**src/rtl/msp_pkg.sv**
```systemverilog
package msp_pkg;

   // Control pair captured once per output period
   typedef struct packed {
      logic band;
      logic modv;
   } msp_ctrl_t;

   // Period length in input cycles for a chain of the given depth
   function automatic int unsigned msp_ratio(input int unsigned stages,
                                             input logic band,
                                             input logic modv);
      int unsigned base;
      base = 32'd1 << stages;
      if (!band) msp_ratio = modv ? 2 * base : 2 * base + 1;
      else       msp_ratio = modv ? 3 * base : 3 * base - 1;
   endfunction

endpackage

```
**src/rtl/msp_core23.sv**
```systemverilog
module msp_core23 (
   input  logic clk,
   input  logic rst,
   input  logic pick_two,   // 1: two input cycles per core cycle, 0: three
   output logic cyc_end     // last input cycle of the current core cycle
);
   // Two state flip-flops step through 0,1(,2)
   logic [1:0] phase_q;

   always_comb begin
      if (pick_two) cyc_end = (phase_q == 2'd1);
      else          cyc_end = (phase_q == 2'd2);
   end

   always_ff @(posedge clk) begin
      if (rst)          phase_q <= 2'd0;
      else if (cyc_end) phase_q <= 2'd0;
      else              phase_q <= phase_q + 2'd1;
   end
endmodule

```
**src/rtl/msp_chain.sv**
```systemverilog
module msp_chain #(
   parameter int unsigned STAGES = 4
) (
   input  logic              clk,
   input  logic              rst,
   input  logic              step,
   output logic [STAGES-1:0] stage_q,
   output logic              all_final
);
   // carry[i] enables stage i; it mimics the ripple edge reaching it
   logic [STAGES:0] carry;

   assign carry[0] = step;

   for (genvar i = 0; i < STAGES; i++) begin : g_stage
      assign carry[i+1] = carry[i] & stage_q[i];
      always_ff @(posedge clk) begin
         if (rst)           stage_q[i] <= 1'b0;
         else if (carry[i]) stage_q[i] <= ~stage_q[i];
      end
   end

   assign all_final = &stage_q;
endmodule

```
**src/rtl/msp_prescaler.sv**
```systemverilog
module msp_prescaler #(
   parameter int unsigned STAGES = 4
) (
   input  logic clk,
   input  logic rst,
   input  logic mod_i,
   input  logic band_i,
   output logic div_clk_o,
   output logic tc_o
);
   import msp_pkg::*;

   localparam int unsigned TOP_BIT = STAGES - 1;

   if (STAGES < 1 || STAGES > 12) begin : g_bad_stages
      $error("msp_prescaler: STAGES must lie in 1..12");
   end

   msp_ctrl_t         ctrl_q;
   logic              core_end;
   logic              chain_full;
   logic [STAGES-1:0] chain_q;
   logic              swallow_n;   // NAND of inverted modulus and chain term
   logic              core_two;

   // Controls held for the whole period; loaded on reset and on each pulse
   always_ff @(posedge clk) begin
      if (rst || tc_o) begin
         ctrl_q.band <= band_i;
         ctrl_q.modv <= mod_i;
      end
   end

   assign swallow_n = ~(~ctrl_q.modv & chain_full);
   assign core_two  = ctrl_q.band ? ~swallow_n : swallow_n;

   msp_core23 u_core (
      .clk      (clk),
      .rst      (rst),
      .pick_two (core_two),
      .cyc_end  (core_end)
   );

   msp_chain #(.STAGES(STAGES)) u_chain (
      .clk       (clk),
      .rst       (rst),
      .step      (core_end),
      .stage_q   (chain_q),
      .all_final (chain_full)
   );

   assign tc_o      = core_end & chain_full;
   assign div_clk_o = chain_q[TOP_BIT];
endmodule

```
**config.mk**
```make
export PLATFORM = sky130hd
export DESIGN_NAME = msp_prescaler
export DESIGN_NICKNAME = d
export VERILOG_FILES = /design/src/rtl/msp_pkg.sv /design/src/rtl/msp_core23.sv /design/src/rtl/msp_chain.sv /design/src/rtl/msp_prescaler.sv
export SDC_FILE = /design/constraint.sdc
export NUM_CORES = 1
export LEC_CHECK = 0
export ABC_AREA = 0
export BUFFER_PORTS_ARGS = -buffer_cell sky130_fd_sc_hd__buf_2
export CAP_MARGIN = 0
export CORE_AREA = 4 4 41 43
export DETAILED_ROUTE_END_ITERATION = 16
export DIE_AREA = 0 0 45 47
export HOLD_SLACK_MARGIN = 0.08
export PLACE_DENSITY = 0.51
export SLEW_MARGIN = 20
export SYNTH_ARGS = -nofsm -noshare
export SYNTH_HDL_FRONTEND = slang
export SYNTH_SLANG_ARGS = --single-unit
```
**constraint.sdc**
```tcl
create_clock -name clk -period 3.4 [get_ports clk]
set_input_delay 0.17 -clock clk [delete_from_list [all_inputs] [get_ports clk]]
set_output_delay 0.17 -clock clk [all_outputs]
set_load 0.05 [all_outputs]
```
Word level (Yosys, flattened, before mapping)
Index checks and enable logic that the tools add are counted.
{ "classes": {"add_sub_neg": 1, "n_eq_ne": 2, "muxes": 2, "n_bitwise": 11, "n_reduce_logical": 3} }
{ "ops": {"columns": ["operator", "n"], "rows": [
  ["inverter 1 bit", 6],
  ["AND 1 bit", 5],
  ["AND reduction 4 bit", 1],
  ["adder 2 x 1 -> 2 bit (second input constant)", 1],
  ["equality test 2 x 1 -> 1 bit (second input constant)", 1],
  ["equality test 2 bit (second input constant)", 1],
  ["two-way mux 1 bit", 2],
  ["OR reduction 2 bit", 1],
  ["logical OR 1 bit", 1]
]} }
{ "word_totals": {"register_bits": 8, "elab_cells": 26} }

Longest topological paths before layout
Gate-level depths: netlist (run 1).
{ "logic_depth": {"depth_word": 8, "mapped_depth": 5, "mapped_depth_nobuf": 4} }

Hierarchy
A second synthesis (run 1) with hierarchy kept.
{ "unflattened": {"cells_unflattened": 33, "hier_area_um2": 359.1} }
{ "modules_own_cells": {"columns": ["mod", "instances", "cells_per_inst", "area_per_inst_um2"], "rows": [
  ["msp_chain", 1, 18, 181.4],
  ["msp_prescaler", 1, 6, 92.6],
  ["msp_core23", 1, 9, 85.1]
]} }

Least setup slack after synthesis (run 1)
No wires, ideal clock.
{ "synth_path": {"path_kind": "register -> register", "startpoint": "register ctrl_q[1] (netlist bit)", "endpoint": "register ctrl_q[0] (netlist bit), enable pin", "setup_time_ns": 0.292, "arrival_time_ns": 1.383, "t_required_ns": 3.108, "setup_slack_ns": 1.725, "path_stages_with_launch": 6, "n_path_buf": 1, "synth_period_minus_slack_ns": 1.675, "cell_sequence": "edfxtp_1 > buf_2 > xnor2_1 > mux2i_1 > and3_2 > or2_2"} }
{ "synth_between": {"elab_chain_cells": 4} }
{ "synth_rtl": {"columns": ["element", "line", "text"], "rows": [
  ["start, declared", "msp_prescaler.sv:19", "msp_ctrl_t ctrl_q;"],
  ["two-way mux 1 bit", "msp_prescaler.sv:35", "assign core_two = ctrl_q.band ? ~swallow_n : swallow_n;"],
  ["two-way mux 1 bit", "msp_core23.sv:11", "if (pick_two) cyc_end = (phase_q == 2'd1);"],
  ["AND 1 bit", "msp_prescaler.sv:52", "assign tc_o = core_end & chain_full;"],
  ["net tc_o", "msp_prescaler.sv:9", "output logic tc_o"],
  ["logical OR 1 bit", "msp_prescaler.sv:28", "if (rst || tc_o) begin"]
]} }
The timed path passes the listed nets, and every way through them passes these cells.
A chain may end at the register's enable or synchronous reset.

Worst setup path after layout (run 1)
{ "layout_path": {"startpoint": "register ctrl_q[1] (netlist bit)", "endpoint": "output tc_o"} }
{ "layout_between": {"elab_chain_cells": 3} }
{ "layout_rtl": {"columns": ["element", "line"], "rows": [
  ["two-way mux 1 bit", "msp_prescaler.sv:35"],
  ["two-way mux 1 bit", "msp_core23.sv:11"],
  ["AND 1 bit", "msp_prescaler.sv:52"],
  ["end, declared", "msp_prescaler.sv:9"]
]} }
Every way passes these cells.

==> results of run 1 <==
-- critical path, stage by stage, from the launching register on --
cell      delay (ns)
edfxtp_1        0.56
xnor2_1         0.24
mux2i_1         0.19
and3_2          0.19
buf_2           0.26
-- area by class of cell --
cell class                      count  area [um^2]  share of cell area, %
Timing Repair Buffer                7         45.0                   8.00
Inverter                            1         3.75                  0.667
Tap cell                           15         18.8                   3.33
Sequential cell                     8          180                   32.0
Multi-Input combinational cell     39          289                   51.3
Clock buffer                        4         26.3                   4.67
-- layout by cell type (no fill, tap or decap), types with 2 or more instances in the layout --
master / synthesis / final
mux2_2: 2 / 2
dfxtp_1: 6 / 6
nor2_1: 3 / 3
buf_2: 1 / 5
clkbuf_4: 0 / 3
edfxtp_1: 2 / 2
nand2_1: 2 / 2
nand3b_1: 2 / 2
dlygate4sd3_1: 0 / 2
a31oi_1: 3 / 3
mux2i_1: 2 / 2
nand2b_1: 4 / 4
xnor2_1: 3 / 3
a211oi_1: 3 / 3
-- metal layers --
metal	global-route usage, %	part of all wire, %	wire length, um	vias up
li1	-	-	-	206
met1	14.7	49	475	190
met2	16.4	43	415	16
met3	5.75	6.3	61	4
met4	0	0.94	9	0
met5	0	0	0	-
-- metrics by stage --
step	setup slack, ns	hold slack [ns]	total power [mW]
finish	1.53	0.192	0.222
detailed placement	1.78	0.350	0.140
floorplan	1.73	0.239	0.133
global route	1.42	0.209	0.235
global placement	1.76	0.347	0.141
CTS	1.52	0.0828	0.223
-- power by group --
| part | internal [mW] | switching [mW] |
|---|---|---|
| logic | 0.0161 | 0.0127 |
| clock network | 0.0452 | 0.0367 |
| registers | 0.103 | 0.00796 |
-- synth_stat cells, drive strengths merged --
library cell	number
and2b	2
o21a	1
a21oi	1
nand3b	2
a2111oi	1
xnor2	3
nand2b	4
or2	1
o21ai	1
mux2	2
nand2	2
nor2	3
dfxtp	6
edfxtp	2
mux2i	2
inv	1
o22ai	1
o221ai	1
a211oi	3
a31oi	3
buf	2
and3	3
nor4b	1
o2111a	1
nand3	1
-- state kept, by name, indices dropped and copies added, names as in the netlist --
name and cells:
u_chain.stage_q 4, ctrl_q 2, u_core.phase_q 2
-- path summary, 6_finish.rpt --
check	cells after the start	to	start	slack [ns]
worst max-delay path	4	tc_o	ctrl_q[1]	1.53
worst min-delay path	2	u_chain.stage_q[1]	rst	0.19
worst max register to register	4	ctrl_q[0]	ctrl_q[1]	1.77
worst min register to register	1	u_core.phase_q[0]	u_core.phase_q[0]	0.50
-- logic make-up after synthesis --
| logic type | synth area share [%] |
|---|---|
| AO/OA/AOI/OAI | 20.5 |
| XOR/XNOR | 5.37 |
| buffers and inverters | 4.09 |
| flip-flops | 36.8 |
| multiplexers | 8.70 |
| AND/OR/NAND/NOR | 24.6 |
==> flow_summary.toml, run 1 <==
[global_routing]
grt_overflow = 0
grt_usage_pct = 10.9
grt_pass1_vias = 372
antenna_found_initial = 0
grt_pass1_wl_mm = 1.70
grt_max_degree = 11

[finish]
nets = 64
stdcell_count = 74
final_util_pct = 43.3
fin_area_um2 = 563
area_growth_pct = 15.1
diodes = 0
layout-drive-gt1-share_pct = 25.4
fillers = 150

[timing]
fin_setup_tns_ns = 0
worst_pin_slew_ns = 0.375
period_needed_ns = 1.87
hold_viol_final = 0
setup_viol = 0
rsz0062_at_grt = "false"
fin_crit_sh_pct = 54.9
slew-limit-headroom_pct = 74.7
fin_skew_ns = 0.00155
drv_slew = 0
fmax_mhz = 535

[route]
vias = 416
first_pass_iters = 4
drtIter0Drc = 17
viasPerCell = 5.62
routed_wl_um = 962
drc = 0
antenna_left = 0
wire_per_inst_um = 13.0

[synthesis]
ys_warn_count = 0
synth_top_cell_by_area = "dfxtp_1"
syn_area_per_cell_um2 = 9.78
synth.top_cell.area_share_pct = 24.6
yosysUniqueCellTypes = 29
syn_nets = 54
yosysSeqAreaShare_pct = 36.8
syn-cell-area_um2 = 489
synth-seq-cells = 8
synthTopCellsByArea = "dfxtp_1 25%, edfxtp_1 12%, xnor2_1 5.4%, nand2b_1 5.1%, a211oi_1 4.6%"
synth_cells = 50

[setup_path]
path_max_fanout = 10
worst-setup-path-type = "reg -> out"
arrival_ns = 1.70
crit_required_ns = 3.23
start_kind = "flip-flop"
cp-end-kind = "output pin"

[placement]
hpwl_um = 687
portBuffers = 5
place_area_um2 = 517
place_congestion = 0.733
dpl.cell_count = 68

[power]
leakagePower_nw = 0.206
peakVddDrop_mv = 0.257
power_density_nw_per_um2 = 394

[die]
core_area_um2 = 1300
row_count = 13
pin_count = 6
initial_core_util_pct = 37.6
die_w_um = 45
die_y_um = 47
dieArea_um2 = 2120

[cts]
cts_tree = "built"
clockBufferDepth = 2
ctsResizeCount = 0
clock-sinks = 8
clock_tree.root_cell = "clkbuf_4"
clock_latency_ns = 0.26
cts_hold_buf = 1
cts_made_buffers = 3
postCtsSetupRepairBufs = 0
clk_pin_slew_ns = 0.06
cts_max_level = 1

[hold_path]
hold_class = "in -> reg"

[run_status]
status = "finished clean"

[job]
maxCapViolCount = 0
(Power assumes the default switching activity.)
==> run 2, diff against run 1 <==
==> constraint.sdc (replaced) <==
create_clock -name clk -period 1.8 [get_ports clk]
set_input_delay 0.09 -clock clk [delete_from_list [all_inputs] [get_ports clk]]
set_output_delay 0.09 -clock clk [all_outputs]
set_load 0.05 [all_outputs]
==> run 2 against run 1 <==
Compared with the run above: worst hold slack got worse by 0.085 ns; largest cell class unchanged; clock skew rose by 0.0035 ns; critical path depth did not move; cell count rose by 1.4%; global-route usage rose by 0.24 points; sequential cell count did not move; wire length fell by 5.6%; sequential power rose by 86%; critical endpoint unchanged; clock power rose by 88%; combinational power rose by 100%; die area did not move; setup slack got worse by 1.4 ns.
==> flow_summary.toml, run 2 (synthesis gave the netlist of run 1 again) <==
[power]
p_sw_share_pct = 25.6
power_density_nw_per_um2 = 735
p_seq_share_pct = 49.3
internal-power_uw = 312
power_frac_comb_pct = 14.1
switchingPower_uw = 107
leakagePower_nw = 0.211
peakVddDrop_mv = 0.332
power_frac_clock_pct = 36.6

[global_routing]
grt_max_degree = 10
grt_pass1_vias = 360
grt_usage_pct = 11.1
grt_overflow = 0
antenna_found_initial = 0
grt_pass1_wl_mm = 1.69

[die]
initial_core_util_pct = 37.6
core_area_um2 = 1300
row_count = 13
die_y_um = 47
pin_count = 6
dieArea_um2 = 2120
die_w_um = 45

[cts]
cts_tree = "built"
clock_latency_ns = 0.26
cts_max_level = 1
clockBufferDepth = 2
cts_made_buffers = 3
ctsResizeCount = 0
clock-sinks = 8
postCtsSetupRepairBufs = 0
cts_hold_buf = 2
clk_pin_slew_ns = 0.06
clock_tree.root_cell = "clkbuf_4"

[timing]
setup_viol = 0
worst_pin_slew_ns = 0.334
fmax_mhz = 610
fin_crit_sh_pct = 91.1
rsz0062_at_grt = "false"
hold_ws_ns = 0.106
drv_slew = 0
fin_skew_ns = 0.00508
setup_ws_ns = 0.161
slew-limit-headroom_pct = 77.4
fin_setup_tns_ns = 0
period_needed_ns = 1.64
hold_viol_final = 0

[finish]
layout-drive-gt1-share_pct = 26.7
fin_area_um2 = 571
diodes = 0
reg.largest.list = "u_chain.stage_q: 4 flops, ctrl_q: 2 flops, u_core.phase_q: 2 flops"
mostFrequentLayoutCells = "6 x dfxtp_1, 5 x buf_2, 4 x nand2b_1"
final_util_pct = 43.8
area_growth_pct = 16.6
top_register = "u_chain.stage_q"
largest_register_ffs = 4
final_common_cell = "dfxtp_1"
nets = 65

[setup_path]
cp_num_buf_inv = 1
reg2reg_depth = 4
path_depth = 4
start_kind = "flip-flop"
r2r_end = "u_core.phase_q[1]"
path_max_fanout = 4
cp_slowest_stage_delay_ns = 0.43
crit_required_ns = 1.71
cp-end-kind = "output pin"
crit_family = "flip-flops"
r2r_start = "u_chain.stage_q[0]"
path_cells = "xnor2_1 > mux2i_1 > and3_2 > buf_2"
slowest_stage = "edfxtp_1"
crit_start = "ctrl_q[0]"
worst-setup-path-type = "reg -> out"
arrival_ns = 1.55
r2r_setup_slack_ns = 0.25
crit_path_end = "tc_o"

[route]
drtIter0Drc = 12
routed_wl_um = 908
drc = 0
vias = 416
first_pass_iters = 6
wire_per_inst_um = 12.1
antenna_left = 0
viasPerCell = 5.55

[placement]
place_area_um2 = 524
place_congestion = 0.731
dp_slack_ns = 0.255
portBuffers = 5
hpwl_um = 660

[hold_path]
hold_class = "in -> reg"
min_path_cells = 2

[job]
maxCapViolCount = 0

[run_status]
status = "finished clean"
==> run 2: changes by cell type in the layout (fill, tap and decap cells not counted) <==
cell,delta
buf_4,+1
==> run 2: power by group through the flow <==
stage | Sequential, mW | Clock, mW | Combinational [mW]
global placement | 0.211 | 0 | 0.0571
finish | 0.207 | 0.154 | 0.0590
detailed placement | 0.211 | 0 | 0.0558
CTS | 0.207 | 0.160 | 0.0592
global route | 0.209 | 0.170 | 0.0657
floorplan | 0.207 | 0 | 0.0436
==> run 2: worst min path at each step <==
stage               slack, ns   start            endpoint
floorplan                0.16     rst  u_chain.stage_q[1]
global placement         0.27  band_i           ctrl_q[1]
detailed placement       0.27   mod_i           ctrl_q[0]
CTS                      0.10     rst  u_chain.stage_q[1]
global route             0.13     rst  u_chain.stage_q[2]
finish                   0.11     rst  u_chain.stage_q[1]
==> run 2: metal layers <==
layer  GRT usage, %  up-vias  wire length [um]
met5              0        -                 0
met4           5.26        0                 0
met2           15.3       17               396
li1               -      208                 -
met3           3.45        0                68
met1           15.6      191               443
==> run 2: layout make-up <==
class	count	area (um^2)
Fill cell	141	731
Multi-Input combinational cell	39	289
Sequential cell	8	180
Timing Repair Buffer	8	52.6
Clock buffer	4	26.3
Tap cell	15	18.8
Inverter	1	3.75
==> run 2: stage by stage <==
stage / power, mW / std cells
floorplan: 0.251 / 50
global placement: 0.268 / 69
detailed placement: 0.267 / 69
CTS: 0.426 / 75
global route: 0.445 / 75
finish: 0.420 / 75
==> run 3, diff against run 2 <==
--- a/config.mk
+++ b/config.mk
@@ -12,7 +12,7 @@
 export DETAILED_ROUTE_END_ITERATION = 16
 export DIE_AREA = 0 0 45 47
 export HOLD_SLACK_MARGIN = 0.08
-export PLACE_DENSITY = 0.51
+export PLACE_DENSITY = 0.63
 export SLEW_MARGIN = 20
 export SYNTH_ARGS = -nofsm -noshare
 export SYNTH_HDL_FRONTEND = slang
==> run 3 against run 2 <==
Compared with the run above: non-clock buffer count up 1; sequential cell count did not move; sequential power about the same; maximum frequency about the same; cell count up 1.3%; final area increased by 1.3%; wire length up 5.5%; power grew 0.20%; combinational power about the same.
==> flow_summary.toml, run 3 (synthesis gave the netlist of run 1 again) <==
[setup_path]
cp-end-kind = "output pin"
r2r_setup_slack_ns = 0.23
r2r_end = "u_core.phase_q[1]"
arrival_ns = 1.55
reg2reg_depth = 4
start_kind = "flip-flop"
r2r_start = "u_chain.stage_q[0]"
worst-setup-path-type = "reg -> out"
crit_required_ns = 1.71
path_max_fanout = 4

[route]
drtIter0Drc = 3
wire_per_inst_um = 12.6
routed_wl_um = 958
drc = 0
antenna_left = 0
viasPerCell = 5.34
first_pass_iters = 4
vias = 406

[power]
leakagePower_nw = 0.216
p_sw_share_pct = 25.4
power_frac_comb_pct = 14.0
p_seq_share_pct = 49.5
power_density_nw_per_um2 = 727
internal-power_uw = 314
power_frac_clock_pct = 36.4
switchingPower_uw = 107
peakVddDrop_mv = 0.352

[finish]
seqCellArea_um2 = 180
final_common_cell = "dfxtp_1"
mostFrequentLayoutCells = "6 x dfxtp_1, 5 x buf_2, 4 x nand2b_1"
multi_input_area_um2 = 289
stdcell_count = 76
area_growth_pct = 18.2
reg.largest.list = "u_chain.stage_q: 4 flops, ctrl_q: 2 flops, u_core.phase_q: 2 flops"
top_register = "u_chain.stage_q"
fillers = 135
layout-drive-gt1-share_pct = 27.9
diodes = 0
fin_area_um2 = 578
largest_register_ffs = 4
nets = 66

[cts]
clk_pin_slew_ns = 0.06
clock_tree.root_cell = "clkbuf_4"
cts_tree = "built"
clock_latency_ns = 0.26
clock-sinks = 8
clockBufferDepth = 2
cts_max_level = 1
cts_made_buffers = 3
ctsResizeCount = 0

[timing]
hold_viol_final = 0
setup_viol = 0
fin_crit_sh_pct = 91.0
fmax_mhz = 611
slew-limit-headroom_pct = 73.4
rsz0062_at_grt = "false"
fin_setup_tns_ns = 0
period_needed_ns = 1.64
fin_skew_ns = 0.000321
worst_pin_slew_ns = 0.394
drv_slew = 0

[run_status]
status = "finished clean"

[die]
initial_core_util_pct = 37.6
die_w_um = 45
core_area_um2 = 1300
row_count = 13
pin_count = 6
die_y_um = 47
dieArea_um2 = 2120

[global_routing]
grt_pass1_vias = 372
antenna_found_initial = 0
grt_overflow = 0
grt_max_degree = 9
grt_usage_pct = 11.5
grt_pass1_wl_mm = 1.69

[placement]
place_area_um2 = 524
portBuffers = 5
hpwl_um = 708
place_congestion = 0.810
dpl.cell_count = 69

[hold_path]
hold_class = "in -> reg"
min_path_cells = 2
hold_end = "u_chain.stage_q[1]"
worstHoldStart = "rst"

[job]
maxCapViolCount = 0
[run 3: cell count changes in the layout (fill, tap and decap cells not counted)]
cell	delta
buf_4	+1
[run 3: how the worst max path moves through the flow]
stage / depth (start not counted) / from / end / slack [ns]
2_1_floorplan: 5 / ctrl_q[1] / ctrl_q[0] / 0.13
3_3_place_gp: 4 / u_chain.stage_q[0] / u_core.phase_q[1] / 0.23
3_5_place_dp: 4 / u_chain.stage_q[0] / u_core.phase_q[1] / 0.25
4_1_cts: 4 / ctrl_q[1] / tc_o / 0.10
5_1_grt: 4 / ctrl_q[0] / tc_o / 0.04
6_report: 4 / ctrl_q[1] / tc_o / 0.16
[run 3: stage by stage]
step | power, mW | hold WS [ns] | utilization [%] | setup slack [ns]
floorplan | 0.251 | 0.159 | - | 0.125
global placement | 0.267 | 0.267 | 40.3 | 0.227
detailed placement | 0.266 | 0.270 | 40.3 | 0.250
CTS | 0.425 | 0.116 | 43.8 | 0.104
global route | 0.447 | 0.109 | 44.4 | 0.0393
finish | 0.420 | 0.118 | 44.4 | 0.162
[run 3: layer usage]
layer / GRT usage (%) / vias up / share of wire, %
met1: 13.5 / 183 / 47
met4: 5.26 / 0 / 1.0
met5: 0 / - / 0
met3: 6.90 / 2 / 6.1
met2: 16.9 / 10 / 46
li1: - / 211 / -
[run 3: repair_timing]
action / 4_1_cts / 5_1_grt
hold endpoints to repair: 2 / 0
endpoints found under the setup margin: 0 / 1
hold buffers: 2 / 0
setup buffers: 0 / 1
[run 3: power by group through the flow]
stage          Sequential, mW  Combinational (mW)  Clock, mW
3_5_place_dp            0.213              0.0538          0
3_3_place_gp            0.212              0.0544          0
4_1_cts                 0.209              0.0573      0.160
6_report                0.208              0.0591      0.153
2_1_floorplan           0.207              0.0436          0
5_1_grt                 0.210              0.0649      0.172
[run 3: final cells by class]
cell class | instances | share of cell area, %
clock buffers | 4 | 4.55
flip-flops and latches | 8 | 31.2
inverters | 1 | 0.649
repair buffers | 9 | 10.4
multi-input cells | 39 | 50.0
well taps | 15 | 3.25
[run 3: worst max-delay path, cell delays in order, from the launching register on]
cell and delay, ns:
edfxtp_1 0.45, xnor2_1 0.20, mux2i_1 0.18, and3_2 0.19
buf_2 0.26
